File: config.mk
export PLATFORM = sky130hd
export DESIGN_NAME = phase_accum_chan
export DESIGN_NICKNAME = d
export VERILOG_FILES = /design/src/rtl/phacc_pkg.sv /design/src/rtl/phacc_wrdec.sv /design/src/rtl/phacc_accum.sv /design/src/rtl/phacc_pinsel.sv /design/src/rtl/phase_accum_chan.sv
export SDC_FILE = /design/constraint.sdc
export NUM_CORES = 1
export LEC_CHECK = 0
export BUFFER_PORTS_ARGS = -buffer_cell sky130_fd_sc_hd__buf_2
export CAP_MARGIN = 5
export CORE_MARGIN = 2
export CORE_UTILIZATION = 32
export CTS_CLUSTER_DIAMETER = 80
export DETAILED_ROUTE_END_ITERATION = 12
export REMOVE_ABC_BUFFERS = 1
export SYNTH_ARGS = -nofsm -noshare
export SYNTH_HDL_FRONTEND = slang
export SYNTH_HIERARCHICAL = 1
export SYNTH_SLANG_ARGS = --single-unit
File: constraint.sdc
create_clock -name clk -period 6 [get_ports clk]
set_clock_uncertainty 0.1 [all_clocks]
set_input_delay 0.3 -clock clk [delete_from_list [all_inputs] [get_ports clk]]
set_output_delay 0.3 -clock clk [all_outputs]
set_load 0.02 [all_outputs]
File: src/rtl/phacc_pkg.sv
package phacc_pkg;

    localparam int PH_W = 32;
    localparam int OP_W = 2;

    typedef logic [PH_W-1:0] word_t;

    typedef enum logic [OP_W-1:0] {
        RMW_ADD = 2'b00,
        RMW_SUB = 2'b01,
        RMW_AND = 2'b10,
        RMW_OR  = 2'b11
    } rmw_op_e;

    typedef enum logic {
        MODE_OSC  = 1'b0,
        MODE_DENS = 1'b1
    } out_mode_e;

    typedef struct packed {
        logic  load;
        word_t value;
    } phase_load_t;

    typedef struct packed {
        logic  carry;
        word_t sum;
    } add_res_t;

    function automatic word_t rmw_apply(rmw_op_e op, word_t a, word_t b);
        case (op)
            RMW_ADD: return a + b;
            RMW_SUB: return a - b;
            RMW_AND: return a & b;
            default: return a | b;
        endcase
    endfunction

    function automatic add_res_t add_carry(word_t a, word_t b);
        add_res_t r;
        {r.carry, r.sum} = {1'b0, a} + {1'b0, b};
        return r;
    endfunction

endpackage

File: src/rtl/phacc_wrdec.sv
module phacc_wrdec
    import phacc_pkg::*;
(
    input  logic                clk,
    input  logic                rst,
    input  logic                reg_wr,
    input  logic                reg_sel,
    input  word_t               reg_wdata,
    input  logic                rmw_en,
    input  logic [OP_W-1:0]     rmw_op,
    input  word_t               rmw_data,
    output phase_load_t         ld,
    output word_t               shadow_q
);

    logic plain_ph;

    assign plain_ph = reg_wr && !reg_sel;

    always_comb begin
        ld.load  = 1'b0;
        ld.value = '0;
        if (plain_ph) begin
            ld.load  = 1'b1;
            ld.value = reg_wdata;
        end else if (rmw_en) begin
            ld.load  = 1'b1;
            ld.value = rmw_apply(rmw_op_e'(rmw_op), shadow_q, rmw_data);
        end
    end

    always_ff @(posedge clk) begin
        if (rst) begin
            shadow_q <= '0;
        end else if (ld.load) begin
            shadow_q <= ld.value;
        end
    end

endmodule

File: src/rtl/phacc_accum.sv
module phacc_accum
    import phacc_pkg::*;
(
    input  logic        clk,
    input  logic        rst,
    input  phase_load_t ld,
    input  logic        freq_wr,
    input  word_t       freq_data,
    output word_t       phase_q,
    output word_t       phase_d,
    output word_t       freq_q,
    output logic        carry_now
);

    add_res_t step;

    always_comb begin
        step = add_carry(phase_q, freq_q);
        if (ld.load) begin
            phase_d   = ld.value;
            carry_now = 1'b0;
        end else begin
            phase_d   = step.sum;
            carry_now = step.carry;
        end
    end

    always_ff @(posedge clk) begin
        if (rst) begin
            phase_q <= '0;
            freq_q  <= '0;
        end else begin
            phase_q <= phase_d;
            if (freq_wr) begin
                freq_q <= freq_data;
            end
        end
    end

endmodule

File: src/rtl/phacc_pinsel.sv
module phacc_pinsel
    import phacc_pkg::*;
(
    input  logic  clk,
    input  logic  rst,
    input  logic  mode_sel,
    input  logic  top_bit_next,
    input  logic  carry_now,
    output logic  pin_q
);

    out_mode_e mode;

    assign mode = out_mode_e'(mode_sel);

    always_ff @(posedge clk) begin
        if (rst) begin
            pin_q <= 1'b0;
        end else begin
            case (mode)
                MODE_OSC:  pin_q <= top_bit_next;
                default:   pin_q <= carry_now;
            endcase
        end
    end

endmodule

File: src/rtl/phase_accum_chan.sv
module phase_accum_chan
    import phacc_pkg::*;
(
    input  logic                clk,
    input  logic                rst,
    input  logic                reg_wr,
    input  logic                reg_sel,
    input  logic [PH_W-1:0]     reg_wdata,
    input  logic                rmw_en,
    input  logic [OP_W-1:0]     rmw_op,
    input  logic [PH_W-1:0]     rmw_data,
    input  logic                rd_sel,
    output logic [PH_W-1:0]     rd_data,
    input  logic                mode_sel,
    output logic                pin_out
);

    phase_load_t ld;
    word_t       shadow_q;
    word_t       phase_q;
    word_t       phase_d;
    word_t       freq_q;
    logic        carry_now;

    phacc_wrdec u_dec (
        .clk       (clk),
        .rst       (rst),
        .reg_wr    (reg_wr),
        .reg_sel   (reg_sel),
        .reg_wdata (reg_wdata),
        .rmw_en    (rmw_en),
        .rmw_op    (rmw_op),
        .rmw_data  (rmw_data),
        .ld        (ld),
        .shadow_q  (shadow_q)
    );

    phacc_accum u_acc (
        .clk       (clk),
        .rst       (rst),
        .ld        (ld),
        .freq_wr   (reg_wr && reg_sel),
        .freq_data (reg_wdata),
        .phase_q   (phase_q),
        .phase_d   (phase_d),
        .freq_q    (freq_q),
        .carry_now (carry_now)
    );

    phacc_pinsel u_pin (
        .clk          (clk),
        .rst          (rst),
        .mode_sel     (mode_sel),
        .top_bit_next (phase_d[PH_W-1]),
        .carry_now    (carry_now),
        .pin_q        (pin_out)
    );

    assign rd_data = rd_sel ? freq_q : phase_q;

endmodule

==> flow_summary.toml <==
[drt]
wl_per_cell_um = 18.3
drc_errors = 0
vias = 9348
drtIter0Drc = 714
antenna_left = 0
wl_mm = 30.7
dr.pass1.iters = 5
viasPerCell = 5.57

[setup_path]
cp_num_buf_inv = 1
slowest_delay_ps = 550
crit_slowest_cell = "or4_1"
worstPathCellList = "buf_2 > or4_1 > or4_1 > or2_2 > or3_1 > o41ai_1 > xor2_1 > ha_1 > a21o_1 > nor2_1 > a21oi_1 > o31ai_1 > a211o_1 > a211oi_1 > a21boi_1 > nor2_1 > a211oi_1 > mux2i_1 > nor2_1"
crit_top_cell = "nor2_1"
arrival_ps = 4930
crit_required_ps = 6120
end_kind = "flop"
critPathMaxFanout = 8
crit_family = "simple AND/OR/NAND/NOR gates"
startpoint_type = "input port"
crit_type = "in2reg"

[sta]
rsz0062_at_grt = "false"
final.setup.worst_slack_ps = 1190
timing.final.crit_period_ps = 4810
max_freq_ghz = 0.208
hold_violations = 0
tightest_slew_ps = 1120
slew_headroom_pct = 25.3
finalCritPeriodShare_pct = 80.1
fin_setup_tns_ps = 0
slew_viol_final = 0
setup_viol = 0

[finish]
final_area_um2 = 10500
drive_gt1_share_pct = 15.2
fill_cells = 3060
final_common_cell = "nand2_1"
synthToLayoutAreaGrowth_pct = 11.3
final_cell_mix = "144 x nand2_1, 127 x nor2_1, 104 x buf_2"
nets = 1427

[pwr]
peakVddDrop_mv = 0.107
power-per-cell-area_nw_per_um2 = 213
p_leak_nw = 4.50

[place]
dp_hpwl_mm = 23.8
io_buffer_count = 105
placed_area_um2 = 10200
gp_congestion = 0.900
preCtsSetupSlack_ps = 882

[floorplanning]
die_height_um = 176
rows = 62
die_w_um = 176
initial_core_util_pct = 32.7
dieArea_um2 = 31000
ios = 106
core_um2 = 28900

[grt]
track_usage_pct = 19.4
antenna_found_initial = 2
grtUsageMet2_pct = 31.2
grt_busiest_layer = "met2"
grt_use_met3_pct = 1.64
met1_usage_pct = 27.2
grt_pass1_vias = 8793
grt.overflow.total = 0
grt_max_degree = 61
grt_pass1_wl_mm = 48.0

[clock_network]
tritoncts = "done"
clk_pin_slew_worst_paths_ps = 70
cts_buffers = 9
cts_resized = 0
clk_latency_ps = 360
cts_sinks = 97
post_cts_buffers = 0
cts_buffer_depth = 2
cts_root_buffer = "clkbuf_16"
cts_hold_buf = 0
h-tree-depth = 3

[yosys]
yosysWarnings = 6
syn_area_um2 = 9470
synth.avg_cell_area_um2 = 7.66
netlist_instances = 1236

[job]
maxCapViolCount = 0

[worst_hold_path]
hp-class = "in2reg"

[status]
status = "finished clean"
flip-flops by register name, indices dropped and copies added, names as in the netlist:
register,count
u_acc/phase_q,32
u_pin/pin_q,1
u_acc/freq_q,32
u_dec/shadow_q,32
per-stage QoR:
| step | util [%] | total power [mW] | std cells | hold WS, ps |
|---|---|---|---|---|
| 2_1_floorplan | - | 1.35 | 1159 | 264 |
| 3_3_place_gp | 35.3 | 1.61 | 1659 | 379 |
| 3_5_place_dp | 35.3 | 1.62 | 1659 | 389 |
| 4_1_cts | 36.4 | 2.24 | 1675 | 88.6 |
| 5_1_grt | 36.4 | 2.37 | 1677 | 100 |
| 6_report | 36.4 | 2.24 | 1677 | 98.9 |
where the power goes:
| group | switching [mW] | leakage [nW] | total, mW | internal (mW) |
|---|---|---|---|---|
| Combinational | 0.527 | 3.54 | 0.879 | 0.352 |
| Sequential | 0.0457 | 0.798 | 0.742 | 0.696 |
| Clock | 0.283 | 0.155 | 0.624 | 0.341 |
final cells by class:
type | count | area [um^2] | share of cell area [%]
Multi-Input combinational cell | 1041 | 7110 | 67.5
Sequential cell | 97 | 1940 | 18.4
Timing Repair Buffer | 116 | 611 | 5.79
Tap cell | 384 | 480 | 4.56
Clock buffer | 10 | 239 | 2.27
Inverter | 21 | 78.8 | 0.748
Clock inverter | 6 | 72.6 | 0.689
Antenna cell | 2 | 5.00 | 0.0475
worst min-delay path, stage by stage:
cell and delay (ps):
buf_2 90, mux2i_1 60, nor2_1 70
path summary, 6_finish.rpt:
check                       endpoint               start  slack (ps)  depth (start not counted)
hold reg to reg   u_dec/shadow_q[23]  u_dec/shadow_q[23]         390                          2
hold / removal      u_acc/freq_q[10]       reg_wdata[10]         100                          3
setup / recovery         u_pin/pin_q        rmw_data[15]        1190                         19
setup reg to reg   u_acc/phase_q[24]   u_dec/shadow_q[0]        2320                         13
metal layers:
layer	up-vias	wire (um)
met5	-	0
met4	0	746
met3	45	1400
met2	269	14000
met1	4396	14600
li1	4638	-
(Power assumes the default switching activity.)
